**config.mk**
```make
export PLATFORM = sky130hd
export DESIGN_NAME = refcmp_timer
export DESIGN_NICKNAME = d
export VERILOG_FILES = /design/src/rtl/refcmp_pkg.sv /design/src/rtl/refcmp_regs.sv /design/src/rtl/refcmp_prescaler.sv /design/src/rtl/refcmp_counter.sv /design/src/rtl/refcmp_timer.sv
export SDC_FILE = /design/constraint.sdc
export NUM_CORES = 1
export LEC_CHECK = 0
export BUFFER_PORTS_ARGS = -buffer_cell sky130_fd_sc_hd__buf_4
export CORE_ASPECT_RATIO = 2
export CORE_MARGIN = 2
export CORE_UTILIZATION = 60
export CTS_BUF_LIST = sky130_fd_sc_hd__clkbuf_8
export DETAILED_ROUTE_END_ITERATION = 6
export PLACE_DENSITY_LB_ADDON = 0.08
export REMOVE_ABC_BUFFERS = 1
export SYNTH_ARGS = -nofsm -noshare
export SYNTH_HDL_FRONTEND = slang
export SYNTH_HIERARCHICAL = 1
export SYNTH_SLANG_ARGS = --single-unit
```
**constraint.sdc**
```tcl
create_clock -name clk -period 7 [get_ports clk]
set_input_delay 1.4 -clock clk [delete_from_list [all_inputs] [get_ports clk]]
set_output_delay 1.4 -clock clk [all_outputs]
set_load 0.01 [all_outputs]
```
**src/rtl/refcmp_pkg.sv**
```systemverilog
package refcmp_pkg;
  localparam int ADDR_W = 5;
  localparam logic [ADDR_W-1:0] OFF_MODE = 5'h00;
  localparam logic [ADDR_W-1:0] OFF_REF  = 5'h04;
  localparam logic [ADDR_W-1:0] OFF_CAPT = 5'h08;
  localparam logic [ADDR_W-1:0] OFF_CNT  = 5'h0C;
  localparam logic [ADDR_W-1:0] OFF_EVT  = 5'h11;
  // mode field positions
  localparam int M_RUN     = 0;
  localparam int M_SRC     = 1;
  localparam int M_RESTART = 3;
  localparam int M_IEN     = 4;
  localparam int M_PRE     = 8;
  // event bits
  localparam int E_CAPT = 0;
  localparam int E_REF  = 1;
  typedef enum logic [1:0] {
    SRC_NONE0 = 2'd0,
    SRC_DIV1  = 2'd1,
    SRC_DIV16 = 2'd2,
    SRC_NONE3 = 2'd3
  } clk_src_e;
endpackage

```
**src/rtl/refcmp_regs.sv**
```systemverilog
module refcmp_regs
  import refcmp_pkg::*;
#(
  parameter int CNT_W = 16,
  parameter int PRE_W = 8
) (
  input  logic              clk,
  input  logic              rst_n,
  input  logic              wr,
  input  logic [ADDR_W-1:0] addr,
  input  logic [CNT_W-1:0]  wdata,
  output logic [CNT_W-1:0]  rdata,
  input  logic [CNT_W-1:0]  cnt_q,
  input  logic              ref_hit,
  output logic              run,
  output logic [1:0]        src,
  output logic              wrap_on_ref,
  output logic              ien,
  output logic [PRE_W-1:0]  presc,
  output logic [CNT_W-1:0]  ref_q,
  output logic [1:0]        evt_q,
  output logic              restart_req,
  output logic              cnt_load
);
  localparam int MODE_W = M_PRE + PRE_W;

  logic [MODE_W-1:0] mode_q;
  logic [CNT_W-1:0]  capt_q;
  logic              wr_mode, wr_ref, wr_capt, wr_evt;
  logic [1:0]        evt_clr, evt_set;

  assign wr_mode = wr && (addr == OFF_MODE);
  assign wr_ref  = wr && (addr == OFF_REF);
  assign wr_capt = wr && (addr == OFF_CAPT);
  assign wr_evt  = wr && (addr == OFF_EVT);
  assign cnt_load    = wr && (addr == OFF_CNT);
  assign restart_req = wr_mode || wr_ref;

  assign evt_clr = wr_evt ? wdata[1:0] : 2'b00;
  assign evt_set = {ref_hit, 1'b0};

  assign run         = mode_q[M_RUN];
  assign src         = mode_q[M_SRC +: 2];
  assign wrap_on_ref = mode_q[M_RESTART];
  assign ien         = mode_q[M_IEN];
  assign presc       = mode_q[M_PRE +: PRE_W];

  always_ff @(posedge clk) begin
    if (!rst_n) begin
      mode_q <= '0;
      ref_q  <= '0;
      capt_q <= '0;
      evt_q  <= '0;
    end else begin
      if (wr_mode) begin
        mode_q <= wdata[MODE_W-1:0];
        if (mode_q[M_RUN] && !wdata[M_RUN]) ref_q <= '0;
      end
      if (wr_ref)  ref_q  <= wdata;
      if (wr_capt) capt_q <= wdata;
      // set has priority over a simultaneous clear
      evt_q <= (evt_q & ~evt_clr) | evt_set;
    end
  end

  always_comb begin
    case (addr)
      OFF_MODE: rdata = CNT_W'(mode_q);
      OFF_REF:  rdata = ref_q;
      OFF_CAPT: rdata = capt_q;
      OFF_CNT:  rdata = cnt_q;
      OFF_EVT:  rdata = CNT_W'(evt_q);
      default:  rdata = '0;
    endcase
  end


  run_fall_clears_ref_chk: assert property (@(posedge clk) disable iff (!rst_n)
    (wr_mode && run && !wdata[M_RUN]) |=> (ref_q == '0));

  set_beats_clear_chk: assert property (@(posedge clk) disable iff (!rst_n)
    ref_hit |=> evt_q[E_REF]);
endmodule

```
**src/rtl/refcmp_prescaler.sv**
```systemverilog
module refcmp_prescaler
  import refcmp_pkg::*;
#(
  parameter int PRE_W   = 8,
  parameter int SLOW_SH = 4
) (
  input  logic             clk,
  input  logic             rst_n,
  input  logic             run,
  input  logic [1:0]       src,
  input  logic [PRE_W-1:0] presc,
  input  logic             restart,
  output logic             active,
  output logic             tick
);
  localparam int DIV_W = PRE_W + SLOW_SH + 1;

  logic [DIV_W-1:0] base, scaled, last, pcnt;

  assign base   = DIV_W'(presc) + DIV_W'(1);
  assign scaled = (src == SRC_DIV16) ? (base << SLOW_SH) : base;
  assign last   = scaled - DIV_W'(1);
  assign active = run && ((src == SRC_DIV1) || (src == SRC_DIV16));
  assign tick   = active && !restart && (pcnt == last);

  always_ff @(posedge clk) begin
    if (!rst_n || restart) pcnt <= '0;
    else if (active)       pcnt <= tick ? '0 : pcnt + DIV_W'(1);
  end


  idle_holds_prescaler_chk: assert property (@(posedge clk) disable iff (!rst_n)
    (!active && !restart) |=> $stable(pcnt));

  restart_zeroes_prescaler_chk: assert property (@(posedge clk) disable iff (!rst_n)
    restart |=> (pcnt == '0));
endmodule

```
**src/rtl/refcmp_counter.sv**
```systemverilog
module refcmp_counter #(
  parameter int CNT_W = 16
) (
  input  logic             clk,
  input  logic             rst_n,
  input  logic             tick,
  input  logic             restart,
  input  logic             load,
  input  logic [CNT_W-1:0] load_val,
  input  logic [CNT_W-1:0] ref_val,
  input  logic             wrap_on_ref,
  output logic [CNT_W-1:0] cnt_q,
  output logic             ref_hit
);
  logic [CNT_W-1:0] nxt;

  assign nxt     = (wrap_on_ref && (cnt_q == ref_val)) ? '0 : cnt_q + CNT_W'(1);
  assign ref_hit = tick && !restart && !load && (nxt == ref_val);

  always_ff @(posedge clk) begin
    if (!rst_n || restart) cnt_q <= '0;
    else if (load)         cnt_q <= load_val;
    else if (tick)         cnt_q <= nxt;
  end


  wrap_at_ref_chk: assert property (@(posedge clk) disable iff (!rst_n)
    (tick && !load && !restart && wrap_on_ref && (cnt_q == ref_val)) |=> (cnt_q == '0));

  load_wins_chk: assert property (@(posedge clk) disable iff (!rst_n)
    (load && !restart) |=> (cnt_q == $past(load_val)));

  idle_holds_count_chk: assert property (@(posedge clk) disable iff (!rst_n)
    (!tick && !load && !restart) |=> $stable(cnt_q));
endmodule

```
**src/rtl/refcmp_timer.sv**
```systemverilog
module refcmp_timer
  import refcmp_pkg::*;
#(
  parameter int CNT_W   = 16,
  parameter int PRE_W   = 8,
  parameter int SLOW_SH = 4
) (
  input  logic              clk,
  input  logic              rst_n,
  input  logic              bus_wr,
  input  logic [ADDR_W-1:0] bus_addr,
  input  logic [CNT_W-1:0]  bus_wdata,
  output logic [CNT_W-1:0]  bus_rdata,
  output logic              irq
);
  logic             run, wrap_on_ref, ien, restart_req, cnt_load, active, tick, ref_hit;
  logic [1:0]       src, evt_q;
  logic [PRE_W-1:0] presc;
  logic [CNT_W-1:0] ref_q, cnt_q;

  refcmp_regs #(.CNT_W(CNT_W), .PRE_W(PRE_W)) u_regs (
    .clk(clk), .rst_n(rst_n), .wr(bus_wr), .addr(bus_addr), .wdata(bus_wdata),
    .rdata(bus_rdata), .cnt_q(cnt_q), .ref_hit(ref_hit), .run(run), .src(src),
    .wrap_on_ref(wrap_on_ref), .ien(ien), .presc(presc), .ref_q(ref_q),
    .evt_q(evt_q), .restart_req(restart_req), .cnt_load(cnt_load)
  );

  refcmp_prescaler #(.PRE_W(PRE_W), .SLOW_SH(SLOW_SH)) u_pre (
    .clk(clk), .rst_n(rst_n), .run(run), .src(src), .presc(presc),
    .restart(restart_req), .active(active), .tick(tick)
  );

  refcmp_counter #(.CNT_W(CNT_W)) u_cnt (
    .clk(clk), .rst_n(rst_n), .tick(tick), .restart(restart_req), .load(cnt_load),
    .load_val(bus_wdata), .ref_val(ref_q), .wrap_on_ref(wrap_on_ref),
    .cnt_q(cnt_q), .ref_hit(ref_hit)
  );

  assign irq = ien & evt_q[E_REF];


  clear_drops_irq_chk: assert property (@(posedge clk) disable iff (!rst_n)
    (bus_wr && (bus_addr == OFF_EVT) && bus_wdata[E_REF] && !ref_hit) |=> !irq);

  no_tick_when_idle_chk: assert property (@(posedge clk) disable iff (!rst_n)
    !active |-> !tick);
endmodule

```
-- After elaboration in Yosys (flattened, before gate mapping)
Cells that the tools add are included.
- register bits after elaboration: 79
- add/sub/neg operators: 4
- eq/ne operators: 9
- mux-type cells: 10
- bitwise logic cells: 4
- reduce and logical (&&, ||, !) cells: 25
- operator list (kind ; count):
    $mux 16 ; 6
    $pmux 16 s5 ; 1
    $eq 16x16->1 ; 2
    $mux 13 ; 2
    $add 16x1->16 const B ; 1
    $add 13x1->13 const B ; 1
    $eq 13x13->1 ; 1
    $logic_and 1x1->1 ; 13
    $sub 13x1->13 const B ; 1
    $eq 5x4->1 const B ; 2
    $add 8x1->9 const B ; 1
    $reduce_bool 2->1 ; 3
    $eq 5x3->1 const B ; 1
    $eq 5x5->1 const B ; 1
    $logic_not 5->1 ; 1
    $logic_not 1->1 ; 4
    $logic_or 1x1->1 ; 3
    $and 2x2->2 ; 1
    $eq 2x1->1 const B ; 1
    $eq 2x2->1 const B ; 1
    $mux 2 ; 1
    $not 2->2 ; 1
    $or 2x2->2 ; 1
    $reduce_and 2->1 ; 1
    $and 1x1->1 ; 1

-- Depth between registers and ports, before layout
- depth in word-level cells: 10
- depth in mapped cells: 22

-- Cells and area by module
Netlist, hierarchy kept.
- by module, submodules not included (module ; times used ; cells each ; area each (um2) ; seq. area each (um2)):
    refcmp_regs ; 1 ; 301 ; 2391.0 ; 1001.0
    refcmp_prescaler ; 1 ; 235 ; 1834.3 ; 260.2
    refcmp_counter ; 1 ; 226 ; 1706.6 ; 320.3
    refcmp_timer ; 1 ; 1 ; 6.3 ; 0.0

-- Worst setup path after synthesis
No wires, ideal clock.
- path kind: flip-flop to flip-flop
- from: register u_regs.mode_q[1]
- to: register u_regs.evt_q[1]
- library setup time: 0.081 ns
- arrival time: 4.515 ns
- path slack: 2.404 ns
- stages on the path, launching flop included: 23
- path through: dfxtp_1 buf_4 inv_1 ha_1 clkbuf_1 clkbuf_1 clkbuf_1 nand2b_1 ha_1 o21a_1 nor2b_1 nand3_1 a2111oi_2 o31ai_1 a21o_1 nor3_1 o2111ai_1 a221o_1 a221oi_2 nand4_1 nor4b_2 o21ai_0 a41oi_1
- cells in the longest elaborated chain, start to end: 9
- elaborated cells between the ends (all ways): 13
- those cells by class: add/sub (1); eq/ne (3); mux (1); bitwise (1); reduce/logical (7)
- RTL lines (what ; RTL line ; RTL):
    from (decl) ; refcmp_regs.sv:27 ; logic [MODE_W-1:0] mode_q;
    from (signal assigned) ; refcmp_regs.sv:56 ; mode_q <= wdata[MODE_W-1:0];
    $eq 2x2->1 or $eq 2x1->1 (tied branches) ; refcmp_prescaler.sv:21, refcmp_prescaler.sv:23 ;
    $mux 13 or $logic_or 1x1->1 (tied branches) ; refcmp_prescaler.sv:21, refcmp_prescaler.sv:23 ;
    $sub 13x1->13 or $logic_and 1x1->1 (tied branches) ; refcmp_prescaler.sv:22, refcmp_prescaler.sv:23 ;
    $eq 13x13->1 or $logic_and 1x1->1 (tied branches) ; refcmp_prescaler.sv:24 ; assign tick = active && !restart && (pcnt == last);
    $logic_and 1x1->1 (*) ; refcmp_prescaler.sv:24 ;
    via tick ; refcmp_timer.sv:16 ; logic run, wrap_on_ref, ien, restart_req, cnt_load, active, tick, ref_hit;
    $logic_and 1x1->1 (*) (3 in series) ; refcmp_counter.sv:18 ; assign ref_hit = tick && !restart && !load && (nxt == ref_val);
    via ref_hit ; refcmp_timer.sv:16 ;
    $or 2x2->2 (*) ; refcmp_regs.sv:62 ; evt_q <= (evt_q & ~evt_clr) | evt_set;
    to (signal assigned) ; refcmp_regs.sv:62 ;
    to (decl) ; refcmp_regs.sv:21 ; output logic [1:0] evt_q,
The timed path passes the listed nets; every way through them passes the cells marked *.
A chain may end at the register's enable or synchronous reset.

-- Final worst setup path
- from: register u_regs.mode_q[1]
- to: register u_cnt.cnt_q[2]
- cells in the longest elaborated chain, start to end: 6
- elaborated cells between the ends (all ways): 10
- those cells by class: add/sub (1); eq/ne (3); mux (1); reduce/logical (5)
- RTL lines (what ; RTL line ; RTL):
    $eq 2x2->1 or $eq 2x1->1 (tied branches) ; refcmp_prescaler.sv:21, refcmp_prescaler.sv:23 ;
    $mux 13 or $logic_or 1x1->1 (tied branches) ; refcmp_prescaler.sv:21, refcmp_prescaler.sv:23 ;
    $sub 13x1->13 or $logic_and 1x1->1 (tied branches) ; refcmp_prescaler.sv:22, refcmp_prescaler.sv:23 ;
    $eq 13x13->1 or $logic_and 1x1->1 (tied branches) ; refcmp_prescaler.sv:24 ;
    $logic_and 1x1->1 (*) ; refcmp_prescaler.sv:24 ;
    via tick ; refcmp_timer.sv:16 ;
    $reduce_bool 2->1 (no source line) (*) ; -- ;
    to (signal assigned) ; refcmp_counter.sv:22 ; else if (load) cnt_q <= load_val;
    to (signal assigned) ; refcmp_counter.sv:23 ; else if (tick) cnt_q <= nxt;
    to (decl) ; refcmp_counter.sv:12 ; output logic [CNT_W-1:0] cnt_q,
Marks and branches as above.

==> run summary <==
status - finished, final reports clean
Port Buf Inserts - 40
Hold-fix buffers, CTS - 0
wire length per cell - 21.3 um
clk slew on worst S/H paths - 0.09 ns
CTS Sinks - 79
post-CTS setup buffer count - 0
CP endpoint kind - flop
DRT Pass-1 Iters - 5
Die ar. - 10800 um^2
final worst path period share - 0.871
GRT Residual Overflow - 0
Horiz. Die Dim - 74.3 um
reg-to-reg endpoint - u_cnt/cnt_q[2]$_SDFFE_PP0P_
Starting Density - 0.612
syn_area_per_cell - 7.78 um^2
n_diodes - 0
Synth area leader - dfxtp_1
Residual DRC - 0
min cycle time layout - 6.10 ns
final hold violation count - 0
largest net degree at the start of global routing - 68
Final GP Congestion - 0.941
count leader, synth - nand2_1
Seq cells post-synth - 79
Reg area - 1580 um^2
Slew HR - 0.286
slew of the pin with the lowest slew margin - 1.07 ns
asr flop ratio synth - 0
RSZ-0062 raised after global routing - false
CP required - 7.24 ns
final core utilization - 0.647
power share of the clock group - 0.395
CTS Buf Count - 9
ys flop type - dfxtp_1
internal power - 645 uW
library cells used by synthesis - 89
met2 Track Usage GR - 0.649
GRT Util Overall - 0.363
Ys Warns - 6
multi-input logic area - 3940 um^2
post-synthesis sequential area ratio - 0.266
Pwr Total - 878 uW
hold_sp - u_regs/evt_q[0]$_SDFF_PN0_
cell area after layout - 6280 um^2
clock latency at the later pin of the worst-skew pair - 0.37 ns
TritonCTS clock tree - yes
H-tree depth - 3
Core Region - 9700 um^2
clk_skew - 0.0107 ns
Setup CP Type - flop to flop
antenna violations before repair - 0
Post-DP Area - 6080 um^2
DP Wirelength - 14.2 mm
post-synth top area share - 0.266
crit path launch - u_regs/mode_q[1]$_SDFFE_PN0P_
R2R cell count - 14
setup total negative slack - 0 ns
deepest clock path buffer count - 2
setup violators final - 0
met1 usage - 0.366
FF-to-FF setup slack - 0.90 ns
Sw Pwr - 233 uW
area grow syn2layout - 5.71%
vias in the first global route - 5572
power share of the sequential group - 0.522
Max Fanout on Critical Path - 37
Final ANT Viol Nets - 0
FMAX - 0.164 GHz
final slew viol count - 0
commonest cells in the netlist - 127 x nand2_1, 79 x dfxtp_1, 48 x nor2_1, 41 x xnor2_1, 36 x nor3_1
I/O pins - 41
grt met3 use - 0.0672
Netlist Area Pre-Place - 5940 um^2
hold depth - 2
worst hold path type - flop to flop
fraction of layout cells with a size suffix above 1 - 0.131
GRT Max-Usage Layer - met2
Logic pwr share - 0.084
chip height - 145 um
Clock Tree Root - clkbuf_8
first-pass GRT wire length - 29.3 mm
launching element type of the critical path - flop
Cells after Synth - 763
Post-Route WL - 19.0 mm
Crit path arrival time - 6.34 ns
final hold slack - 0.449 ns
Hold EP - u_regs/evt_q[0]$_SDFF_PN0_
R2R Path Start - u_regs/mode_q[1]$_SDFFE_PN0P_
top cells by area, synth - dfxtp_1 27%, nand2_1 8.0%, xnor2_1 6.0%
maximum vdd ir drop - 0.143 mV
FP Rows - 51
number of synthesized flops with an enable pin - 0
Avg Vias per Cell - 6.65
post-cts sizing count - 0
1st-iter DRT viols - 354
sw frac - 0.266
Leakage - 2.20 nW
Pwr Density - 140 nW/um^2
max_cap viols - 0
Final #Nets - 781
vias - 5913
Layout fillers - 914
## cell type report
cell class                 count  share of cell area
timing repair buffer          43              0.0514
sequential                    79               0.252
tap                          132              0.0263
inverter                      18              0.0108
clock inverter                 7              0.0116
multi-input combinational    601               0.628
clock buffer                   9              0.0197
## cells in the final DEF (no fill, tap or decap), types with 4 or more instances in the layout
master,count
xnor2_1,41
nor2b_1,8
clkinvlp_4,4
nand3b_1,5
nor3_2,11
nor2_1,48
nand2_1,127
dfxtp_1,79
and2_1,4
nand3_1,35
buf_4,43
xor2_1,18
clkbuf_8,9
nand2b_1,5
mux2i_1,4
a22oi_1,33
inv_1,18
nor3_1,36
o21ai_0,16
o22ai_1,17
or4_1,5
a21boi_0,23
and3_1,7
nor4_1,11
a21boi_1,10
a211oi_1,8
a21o_1,7
a221oi_1,13
or2_2,5
a21oi_1,8
nand4_1,11
ha_1,5
a31oi_1,4
## through the flow
stage	std cells	setup WS [ns]
floorplan	698	2.47
global placement	873	1.32
detailed placement	873	1.13
CTS	889	1.12
global route	889	0.594
finish	889	0.900
## per-layer routing
layer	routed length, um	vias up
met5	0	-
met4	1310	0
met3	1090	72
met2	10200	243
met1	6360	2854
li1	-	2744
## flip-flops by register name, indices dropped and copies added, names as in the netlist
name and flops:
u_cnt/cnt_q 16, u_regs/capt_q 16, u_regs/mode_q 16, u_regs/ref_q 16, u_pre/pcnt 13, u_regs/evt_q 2
## worst max-delay path, cell delays in order (launching register included)
cell and delay (ns):
dfxtp_1 0.34, inv_1 0.06, ha_1 0.86, nand2_1 0.20, nor3_1 0.76, xnor2_1 0.27
o21ai_0 0.21, a2111oi_2 0.33, o31ai_1 0.18, a21o_1 0.20, nor3_1 0.72, inv_1 0.51
nor2_1 0.80, a31oi_1 0.17, a221oi_1 0.35
## power by group through the flow
stage | Combinational [mW] | Clock [mW] | Sequential (mW)
after floorplan | 0.0368 | 0 | 0.467
after global placement | 0.0704 | 0 | 0.469
after detailed placement | 0.0714 | 0 | 0.469
after CTS | 0.0719 | 0.350 | 0.458
after global routing | 0.0790 | 0.367 | 0.459
final | 0.0734 | 0.347 | 0.458
## how the worst max path moves through the flow
stage	end	slack (ns)	cells past startpoint
after floorplan	u_regs/evt_q[1]$_SDFF_PN0_	2.47	17
after global placement	u_cnt/cnt_q[12]$_SDFFE_PP0P_	1.32	14
after detailed placement	u_cnt/cnt_q[2]$_SDFFE_PP0P_	1.13	14
after CTS	u_cnt/cnt_q[2]$_SDFFE_PP0P_	1.12	14
after global routing	u_cnt/cnt_q[2]$_SDFFE_PP0P_	0.59	14
final	u_cnt/cnt_q[2]$_SDFFE_PP0P_	0.90	14
## cell families (layout without fill, tap and decap cells)
logic type	count (synthesis)	in the layout	share of synthesized area
simple gates	350	350	0.314
compound gates	178	178	0.232
buf+inv	83	77	0.0695
flops	79	79	0.266
xor+xnor	61	61	0.0946
mux	7	7	0.0131
fa+ha+maj	5	5	0.0105
(Power assumes the default switching activity.)
